`config.mk`:
```
export PLATFORM = sky130hd
export DESIGN_NAME = rtc_sec_alarm
export DESIGN_NICKNAME = d
export VERILOG_FILES = /design/src/rtl/rtc_pkg.sv /design/src/rtl/rtc_tick_gen.sv /design/src/rtl/rtc_seconds.sv /design/src/rtl/rtc_alarm_fsm.sv /design/src/rtl/rtc_sec_alarm.sv
export SDC_FILE = /design/constraint.sdc
export NUM_CORES = 1
export LEC_CHECK = 0
export ABC_CLOCK_PERIOD_IN_PS = 9400
export CAP_MARGIN = 40
export CORE_MARGIN = 2
export CORE_UTILIZATION = 35
export CTS_CLUSTER_SIZE = 14
export DETAILED_ROUTE_END_ITERATION = 12
export DONT_BUFFER_PORTS = 1
export PLACE_DENSITY = 0.55
export SYNTH_ARGS = -nofsm -noshare
export SYNTH_HDL_FRONTEND = slang
export SYNTH_HIERARCHICAL = 1
export SYNTH_SLANG_ARGS = --single-unit
```
`constraint.sdc`:
```
create_clock -name clk -period 9.4 [get_ports clk]
set_input_delay 0.47 -clock clk [delete_from_list [all_inputs] [get_ports clk]]
set_output_delay 0.47 -clock clk [all_outputs]
set_load 0.02 [all_outputs]
```
`src/rtl/rtc_pkg.sv`:
```
package rtc_pkg;
    localparam int unsigned DATA_W = 32;
    localparam int unsigned ADDR_W = 12;
    localparam int unsigned WORD_W = ADDR_W - 2;
    localparam int unsigned ID_N   = 8;
    localparam int unsigned ID_IW  = $clog2(ID_N);

    localparam logic [WORD_W-1:0] W_COUNT = 10'h000;
    localparam logic [WORD_W-1:0] W_MATCH = 10'h001;
    localparam logic [WORD_W-1:0] W_LOAD  = 10'h002;
    localparam logic [WORD_W-1:0] W_CTRL  = 10'h003;
    localparam logic [WORD_W-1:0] W_MASK  = 10'h004;
    localparam logic [WORD_W-1:0] W_RAW   = 10'h005;
    localparam logic [WORD_W-1:0] W_MSKD  = 10'h006;
    localparam logic [WORD_W-1:0] W_ACK   = 10'h007;
    localparam logic [ADDR_W-ID_IW-3:0] ID_PAGE = '1;

    typedef enum logic {
        ALM_ARMED = 1'b0,
        ALM_FIRED = 1'b1
    } alm_state_t;

    function automatic logic [7:0] id_byte(input logic [ID_IW-1:0] idx);
        logic [7:0] b;
        case (idx)
            3'd0: b = 8'h31;
            3'd1: b = 8'h10;
            3'd2: b = 8'h14;
            3'd3: b = 8'h00;
            3'd4: b = 8'h0D;
            3'd5: b = 8'hF0;
            3'd6: b = 8'h05;
            default: b = 8'hB1;
        endcase
        return b;
    endfunction
endpackage

```
`src/rtl/rtc_tick_gen.sv`:
```
module rtc_tick_gen #(
    parameter int unsigned TICKS_PER_SEC = 50_000_000
) (
    input  logic clk,
    input  logic rst_n,
    input  logic restart,
    output logic tick
);
    localparam int unsigned PH_W = (TICKS_PER_SEC > 1) ? $clog2(TICKS_PER_SEC) : 1;
    localparam logic [PH_W-1:0] PH_LAST = PH_W'(TICKS_PER_SEC - 1);

    logic [PH_W-1:0] phase_q;

    assign tick = (phase_q == PH_LAST);

    always_ff @(posedge clk or negedge rst_n) begin
        if (!rst_n) begin
            phase_q <= '0;
        end else if (restart || tick) begin
            phase_q <= '0;
        end else begin
            phase_q <= phase_q + 1'b1;
        end
    end
endmodule

```
`src/rtl/rtc_seconds.sv`:
```
module rtc_seconds
    import rtc_pkg::*;
(
    input  logic              clk,
    input  logic              rst_n,
    input  logic              tick,
    input  logic              load_en,
    input  logic [DATA_W-1:0] load_val,
    output logic [DATA_W-1:0] count,
    output logic [DATA_W-1:0] count_next
);
    always_comb begin
        if (load_en) begin
            count_next = load_val;
        end else if (tick) begin
            count_next = count + 1'b1;
        end else begin
            count_next = count;
        end
    end

    always_ff @(posedge clk or negedge rst_n) begin
        if (!rst_n) begin
            count <= '0;
        end else begin
            count <= count_next;
        end
    end
endmodule

```
`src/rtl/rtc_alarm_fsm.sv`:
```
module rtc_alarm_fsm
    import rtc_pkg::*;
(
    input  logic              clk,
    input  logic              rst_n,
    input  logic              eval,
    input  logic [DATA_W-1:0] count_next,
    input  logic              match_wr,
    input  logic [DATA_W-1:0] match_val,
    input  logic              mask_wr,
    input  logic              mask_val,
    input  logic              ack,
    output logic [DATA_W-1:0] match_q,
    output logic              mask_q,
    output logic              raw,
    output logic              irq
);
    alm_state_t        state_q, state_d;
    logic [DATA_W-1:0] match_next;
    logic              hit;

    assign match_next = match_wr ? match_val : match_q;
    assign hit        = eval && (count_next == match_next);

    always_ff @(posedge clk or negedge rst_n) begin
        if (!rst_n) begin
            match_q <= '0;
            mask_q  <= 1'b0;
        end else begin
            match_q <= match_next;
            if (mask_wr) begin
                mask_q <= mask_val;
            end
        end
    end

    // State register
    always_ff @(posedge clk or negedge rst_n) begin
        if (!rst_n) begin
            state_q <= ALM_ARMED;
        end else begin
            state_q <= state_d;
        end
    end

    // Transitions: ARM_TO_FIRE on hit, FIRE_TO_ARM on ack without hit
    always_comb begin
        state_d = state_q;
        unique case (state_q)
            ALM_ARMED: if (hit)         state_d = ALM_FIRED;
            ALM_FIRED: if (ack && !hit) state_d = ALM_ARMED;
        endcase
    end

    // Outputs
    always_comb begin
        raw = (state_q == ALM_FIRED);
        irq = raw && mask_q;
    end
endmodule

```
`src/rtl/rtc_sec_alarm.sv`:
```
module rtc_sec_alarm
    import rtc_pkg::*;
#(
    parameter int unsigned TICKS_PER_SEC = 50_000_000
) (
    input  logic              clk,
    input  logic              rst_n,
    input  logic              bus_sel,
    input  logic              bus_wr,
    input  logic [ADDR_W-1:0] bus_addr,
    input  logic [DATA_W-1:0] bus_wdata,
    output logic [DATA_W-1:0] bus_rdata,
    output logic              irq
);
    logic              aligned, id_area, wr_en;
    logic [WORD_W-1:0] word;
    logic              load_wr, match_wr, mask_wr, ack_wr;
    logic              sec_tick;
    logic [DATA_W-1:0] cnt_q, cnt_next, match_q, load_q;
    logic              alm_raw, alm_mask;

    assign aligned  = (bus_addr[1:0] == 2'b00);
    assign word     = bus_addr[ADDR_W-1:2];
    assign id_area  = (bus_addr[ADDR_W-1:ID_IW+2] == ID_PAGE);
    assign wr_en    = bus_sel && bus_wr && aligned;
    assign load_wr  = wr_en && (word == W_LOAD);
    assign match_wr = wr_en && (word == W_MATCH);
    assign mask_wr  = wr_en && (word == W_MASK);
    assign ack_wr   = wr_en && (word == W_ACK) && bus_wdata[0];

    rtc_tick_gen #(.TICKS_PER_SEC(TICKS_PER_SEC)) u_tick (
        .clk     (clk),
        .rst_n   (rst_n),
        .restart (load_wr),
        .tick    (sec_tick)
    );

    rtc_seconds u_sec (
        .clk        (clk),
        .rst_n      (rst_n),
        .tick       (sec_tick),
        .load_en    (load_wr),
        .load_val   (bus_wdata),
        .count      (cnt_q),
        .count_next (cnt_next)
    );

    rtc_alarm_fsm u_alm (
        .clk        (clk),
        .rst_n      (rst_n),
        .eval       (sec_tick || load_wr || match_wr),
        .count_next (cnt_next),
        .match_wr   (match_wr),
        .match_val  (bus_wdata),
        .mask_wr    (mask_wr),
        .mask_val   (bus_wdata[0]),
        .ack        (ack_wr),
        .match_q    (match_q),
        .mask_q     (alm_mask),
        .raw        (alm_raw),
        .irq        (irq)
    );

    always_ff @(posedge clk or negedge rst_n) begin
        if (!rst_n) begin
            load_q <= '0;
        end else if (load_wr) begin
            load_q <= bus_wdata;
        end
    end

    always_comb begin
        bus_rdata = '0;
        if (aligned) begin
            if (id_area) begin
                bus_rdata = DATA_W'(id_byte(bus_addr[ID_IW+1:2]));
            end else begin
                case (word)
                    W_COUNT: bus_rdata = cnt_q;
                    W_MATCH: bus_rdata = match_q;
                    W_LOAD:  bus_rdata = load_q;
                    W_CTRL:  bus_rdata = DATA_W'(1);
                    W_MASK:  bus_rdata = DATA_W'(alm_mask);
                    W_RAW:   bus_rdata = DATA_W'(alm_raw);
                    W_MSKD:  bus_rdata = DATA_W'(alm_raw && alm_mask);
                    default: bus_rdata = '0;
                endcase
            end
        end
    end
endmodule

```
==> metrics.txt, run 1 <==
status complete, but fails checks; violated checks hold timing; dominant combinational cell family by area after synthesis simple AND/OR/NAND/NOR gates; nets 744; Syn Area/Cell 10.6 um^2; post-synth net total 753; critical path peak fanout 11; RR Startpoint u_tick/phase_q[16]$_DFF_PN0_; Final Hold Violating Endpoints 13; Initial Utilization 35.4%; cell count after synthesis 702; H-Tree Depth 4; f_max 239 MHz; critical path type reg2reg; vias in the first global route 5808; clock-pin transition on the worst setup and hold timing paths 0.06 ns; setup TNS 0 ns; sequential fraction of the synthesis area 41.8%; largest net degree at the start of global routing 125; Die Ht 150 um; Sw Ratio 22.6%; FF/Latch Area 3100 um^2; reg2reg end u_alm/raw$_DFF_PN0_; routed vias 5628; mux cell area share after synthesis 17.4%; Post-Synth Simple-Gate Area 19.0%; measured slew at the worst slew-check pin 0.897 ns; PortBufs 0; Clk Latency, worst-skew pair 0.42 ns; met3 Track Usage GR 5.67%; ANT cells 0; Worst Skew 0.0122 ns; clock net sink count 124; DRC violations left 0; sw power 298 uW; final worst path period share 44.5%; RSZ-0062 raised after global routing false; compound-gate portion of the synthesized area 10.8%; Yosys cell types 59; CP Launch Type flip-flop; Leak Pwr 0.00340 uW; Required @ worst endpoint 9.71 ns; ANT nets after route 0; Primary FF master, synth dfrtp_1; Filler Cells Inserted 2064; Area Overhead vs Synth 11.6%; hpwl dp 14900 um; die footprint 22400 um^2; worst hold margin -0.0316 ns; IO Pins 81; Max clock buf depth 2; die width 150 um; asr flop ratio synth 100%; Max Slew Vio Count 0; root buf cell clkbuf_16; Wirelength per Cell 21.3 um; Multi-input gate area 4040 um^2; Synth Area in Adders 0.505%; antenna violations before repair 0; max cap viols 0; Total Routing Usage GR 19.2%; GPL Wtd Cong 0.860; Register-to-Register Path Depth 12; share of layout cells above drive strength 1 22.4%; Post-Synth XOR/XNOR Area 6.60%; # Post-CTS Setup Buffers 0; wirelength, routed 20900 um; CTS tree built; drt initial violations 390; gr ovfl total 0; Setup Viol. Count Final 0; Worst Setup End Kind flip-flop; Mapped Area 7430 um^2; pwr/cell area 159 nW/um^2; sequential group share of total power 42.9%; P_int 1020 uW; first-pass GRT wire length 32700 um; Comb power frac 4.2%; final critical-path required period 4.18 ns; FF-to-FF setup slack 5.22 ns; Vias/cell 5.74; Hold Path Class in2async; CTS Buf Count 17; EDFF count, synth 0; met2 GRT Util 30.8%; met1 GRT Util 25.1%; clock share of power 53.0%; Power, Total 1320 uW; GRT Max-Usage Layer met2; synthesized flop and latch total 124; Yosys warning total 6; crit path DAT 4.50 ns; drt pass-1 iters 4; relative slew slack 40.0%; Rows 53; core area 21000 um^2; Max rail drop VDD 0.101 mV
Yosys cell counts, drive strengths merged (9+ instances only):
cell type    n  area share [%]
a21oi       18             1.2
or3         16             1.4
nand3       21             1.4
o31ai       20             2.2
inv         11            0.56
or4         21             2.2
xnor2       10             1.2
mux2        91              16
xor2        46             5.4
nor4        11             1.4
a31oi       19             1.6
mux2i       11             1.5
nor2        74             3.7
buf         21             2.4
clkbuf      18            0.93
dfrtp      124              42
nand4       20             1.9
and4        12             1.4
nand2       39             2.0
a22oi       18             1.8
and3         9            0.79
o21ai       23             1.6
timing repair:
action,in CTS,in global routing
resized for setup,0,0
hold endpoints to repair,124,0
hold buffers,1,0
cell families (layout without fill, tap and decap cells):
group	count (synthesis)	count (layout)
AND/OR/NAND/NOR	249	249
flip-flops	124	124
AO/OA/AOI/OAI	118	118
multiplexers	102	102
XOR/XNOR	56	56
buffers and inverters	50	54
adder cells (fa/ha/maj)	3	3
critical path, stage by stage (launching register included):
cell and delay (ns):
dfrtp_1 0.45, nor4b_1 0.38, nand3b_1 0.21, nor3_1 0.29, buf_2 0.25, and4_1 0.39, nand4_1 0.46, or3_1 0.49
a31oi_1 0.27, xor2_1 0.12, nor4_1 0.29, nand4b_1 0.20, o32ai_2 0.28
cells in the final DEF (no fill, tap or decap), types with 7 or more instances in the layout:
cell type	instances
a31oi_1	19
nand2_1	38
clkbuf_16	17
a22oi_1	18
nor2_1	74
mux2_4	41
xnor2_1	10
o21ai_0	23
nor4_1	8
and4_1	10
a221oi_1	7
nand3_1	21
mux2i_1	11
nand4_1	17
o31ai_1	19
dfrtp_1	124
a21oi_1	18
or3_1	14
xor2_1	46
and3_1	7
mux2_2	50
inv_1	11
or4_1	20
area by class of cell:
| type | count | share of cell area, % |
|---|---|---|
| Clock buffer | 20 | 5.39 |
| Inverter | 11 | 0.498 |
| Tap cell | 275 | 4.15 |
| Clock inverter | 12 | 2.05 |
| Timing Repair Buffer | 11 | 1.68 |
| Sequential cell | 124 | 37.5 |
| Multi-Input combinational cell | 528 | 48.8 |
power groups by stage:
stage,registers [uW],clock network (uW),logic [uW]
floorplan,570,0,40.6
global placement,572,0,42.2
detailed placement,574,0,43.4
CTS,564,704,56.1
global route,567,732,62.1
finish,565,698,54.9
layer usage:
metal / up-vias / part of all wire, %
met4: 0 / 1.7
li1: 2586 / -
met5: - / 0
met1: 2866 / 45
met3: 24 / 6.2
met2: 152 / 47
per-stage QoR:
stage	setup WS (ns)	instance area [um^2]	util (%)	cells	hold WS, ns
floorplan	5.91	7430	-	702	0.174
global placement	4.78	7550	36.0	941	0.179
detailed placement	5.27	7640	36.5	948	0.181
CTS	5.25	8280	39.5	981	0.0594
global route	4.87	8280	39.5	981	0.0580
finish	5.22	8280	39.5	981	-0.0316
state kept, by name, summed over array words and instances (netlist names):
signal,flops
u_tick/phase_q,26
u_sec/count,32
load_q,32
u_alm/mask_q,1
u_alm/match_q,32
u_alm/raw,1
worst max path at each step:
stage / startpoint / slack [ns] / endpoint
floorplan: bus_addr[9] / 5.91 / u_alm/raw$_DFF_PN0_
global placement: bus_addr[9] / 4.78 / u_alm/raw$_DFF_PN0_
detailed placement: u_tick/phase_q[0]$_DFF_PN0_ / 5.27 / u_alm/raw$_DFF_PN0_
CTS: u_tick/phase_q[0]$_DFF_PN0_ / 5.25 / u_alm/raw$_DFF_PN0_
global route: u_tick/phase_q[16]$_DFF_PN0_ / 4.87 / u_alm/raw$_DFF_PN0_
finish: u_tick/phase_q[16]$_DFF_PN0_ / 5.22 / u_alm/raw$_DFF_PN0_
(Power assumes the default switching activity.)
==> run 2: changes to the inputs <==
--- a/config.mk
+++ b/config.mk
@@ -5,14 +5,14 @@
 export SDC_FILE = /design/constraint.sdc
 export NUM_CORES = 1
 export LEC_CHECK = 0
-export ABC_CLOCK_PERIOD_IN_PS = 9400
+export ABC_CLOCK_PERIOD_IN_PS = 3400
 export CAP_MARGIN = 40
 export CORE_MARGIN = 2
 export CORE_UTILIZATION = 35
 export CTS_CLUSTER_SIZE = 14
 export DETAILED_ROUTE_END_ITERATION = 12
 export DONT_BUFFER_PORTS = 1
-export PLACE_DENSITY = 0.55
+export PLACE_DENSITY = 0.57
 export SYNTH_ARGS = -nofsm -noshare
 export SYNTH_HDL_FRONTEND = slang
 export SYNTH_HIERARCHICAL = 1
==> constraint.sdc (replaced) <==
create_clock -name clk -period 3.4 [get_ports clk]
set_input_delay 0.17 -clock clk [delete_from_list [all_inputs] [get_ports clk]]
set_output_delay 0.17 -clock clk [all_outputs]
set_load 0.02 [all_outputs]
==> run 2 against run 1 <==
  * The flow now finishes without violations
  * Non-clock buffer count up 83
  * Clock power rose to 2.7 times the previous value
  * Cell area up 9.5%
  * Worst setup slack worse by 5.2 ns
  * Power rose to 2.8 times the previous value
  * Core utilization up 3.7 points
  * Clock-buffer cell count down 3
  * Routed wire length down 3.2%
  * Cell count up 8.6%
  * Critical path depth up 1
  * Maximum frequency up 24%
  * Highest routed layer unchanged
==> metrics.txt, run 2 (synthesis results as in run 1) <==
metal2 WL 9270 um; largest net degree at the start of global routing 125; die footprint 22400 um^2; status finished, final reports clean; CTS Buf Count 17; H-Tree Depth 4; CP Launch Type flip-flop; PortBufs 0; GPL Wtd Cong 0.832; dpl ws -0.120 ns; IO Pins 81; setup TNS 0 ns; relative slew slack 57.5%; Leak Pwr 0.00379 uW; most common cell after layout, fill and taps aside dfrtp_1; Area Overhead vs Synth 22.1%; Max rail drop VDD 0.269 mV; first-pass GRT wire length 31500 um; final setup margin 0.0260 ns; core area 21000 um^2; wirelength, routed 20200 um; ANT nets after route 0; nets 827; area post-placement 8000 um^2; met3 WL 1270 um; share of layout cells above drive strength 1 28.5%; Total Routing Usage GR 18.4%; vias in the first global route 5733; Initial Utilization 35.4%; die width 150 um; Final Hold Violating Endpoints 0; Regs by FF count load_q x32, u_alm/match_q x32, u_sec/count x32; Worst Setup End Kind flip-flop; Finished Core Util 43.3%; Hold Path Class in2reg; gr ovfl total 0; Worst Skew 0.0113 ns; clock net sink count 124; critical path type reg2reg; most frequent cells in the layout dfrtp_1, nor2_1, buf_4, mux2_2, xor2_1; worst hold margin 0.0308 ns; antenna violations before repair 1; M1 wire length 9190 um; crit path DAT 3.70 ns; f_max 296 MHz; Vias/cell 5.42; pwr/cell area 409 nW/um^2; root buf cell clkbuf_16; Clk Latency, worst-skew pair 0.42 ns; Max clock buf depth 2; clock-pin transition on the worst setup and hold timing paths 0.06 ns; RSZ-0062 raised after global routing true; final critical-path required period 3.37 ns; drt pass-1 iters 4; measured slew at the worst slew-check pin 0.637 ns; Filler Cells Inserted 2069; Max Slew Vio Count 0; DRC violations left 0; Die Ht 150 um; routed vias 5770; Setup Viol. Count Final 0; Wirelength per Cell 18.9 um; highest metal used met4; critical path peak fanout 5; Required @ worst endpoint 3.73 ns; Rows 53; final worst path period share 99.2%; CTS tree built; post-layout instance area 9070 um^2; drt initial violations 276; hpwl dp 14200 um; max cap viols 0
## run 2: what timing repair did
| item | CTS | global route |
|---|---|---|
| resized for setup | 4 | 11 |
| hold buffers | 34 | 0 |
| hold endpoints to repair | 219 | 0 |
| endpoints found under the setup margin | 1 | 1 |
| pin swaps | 3 | 1 |
| setup buffers | 1 | 0 |
## run 2: final cells by class
cell class                      instances  area, um^2  share of cell area, %
Multi-Input combinational cell        528        4130                   45.5
Sequential cell                       124        3100                   34.2
Timing Repair Buffer                   94         836                   9.22
Clock buffer                           17         425                   4.69
Tap cell                              275         344                   3.79
Clock inverter                         15         189                   2.08
Inverter                               11        41.3                  0.455
Antenna cell                            1        2.50                 0.0276
## run 2: worst max-delay path, cell delays in order, from the launching register on
cell and delay [ns]:
dfrtp_1 0.35, ha_1 0.17, and4_4 0.24, nand4_1 0.14
nor3_2 0.13, buf_4 0.16, nand4_2 0.11, or4_4 0.54
or4_4 0.49, a31oi_2 0.22, xor2_1 0.09, nor4_1 0.23
nand4_1 0.14, o32ai_2 0.26
## run 2: stage by stage
stage / total power [uW] / std cells
2_1_floorplan: 1690 / 702
3_3_place_gp: 1750 / 995
3_5_place_dp: 1760 / 997
4_1_cts: 3760 / 1064
5_1_grt: 3850 / 1065
6_report: 3710 / 1065
## run 2: layer usage
metal  vias up  global-route usage, %
met5         -                      0
met4         0                   6.75
met1      2832                   24.7
met3        25                   5.40
li1       2775                      -
met2       138                   28.3
## run 2: path summary, 6_finish.rpt
| check | start | to | slack [ns] | cells after the start |
|---|---|---|---|---|
| max | u_tick/phase_q[0]$_DFF_PN0_ | u_alm/raw$_DFF_PN0_ | 0.03 | 13 |
| min | bus_wdata[31] | u_sec/count[31]$_DFF_PN0_ | 0.03 | 2 |
| max reg2reg | u_tick/phase_q[0]$_DFF_PN0_ | u_alm/raw$_DFF_PN0_ | 0.03 | 13 |
| min reg2reg | load_q[17]$_DFFE_PN0P_ | load_q[17]$_DFFE_PN0P_ | 0.50 | 1 |
| max in group asynchronous | rst_n | u_alm/raw$_DFF_PN0_ | 2.52 | 2 |
| min in group asynchronous | rst_n | load_q[6]$_DFFE_PN0P_ | 0.39 | 2 |
## run 2: power breakdown
| part | internal (uW) | switching (uW) |
|---|---|---|
| clock | 1170 | 731 |
| sequential | 1510 | 20.3 |
| combinational | 134 | 147 |
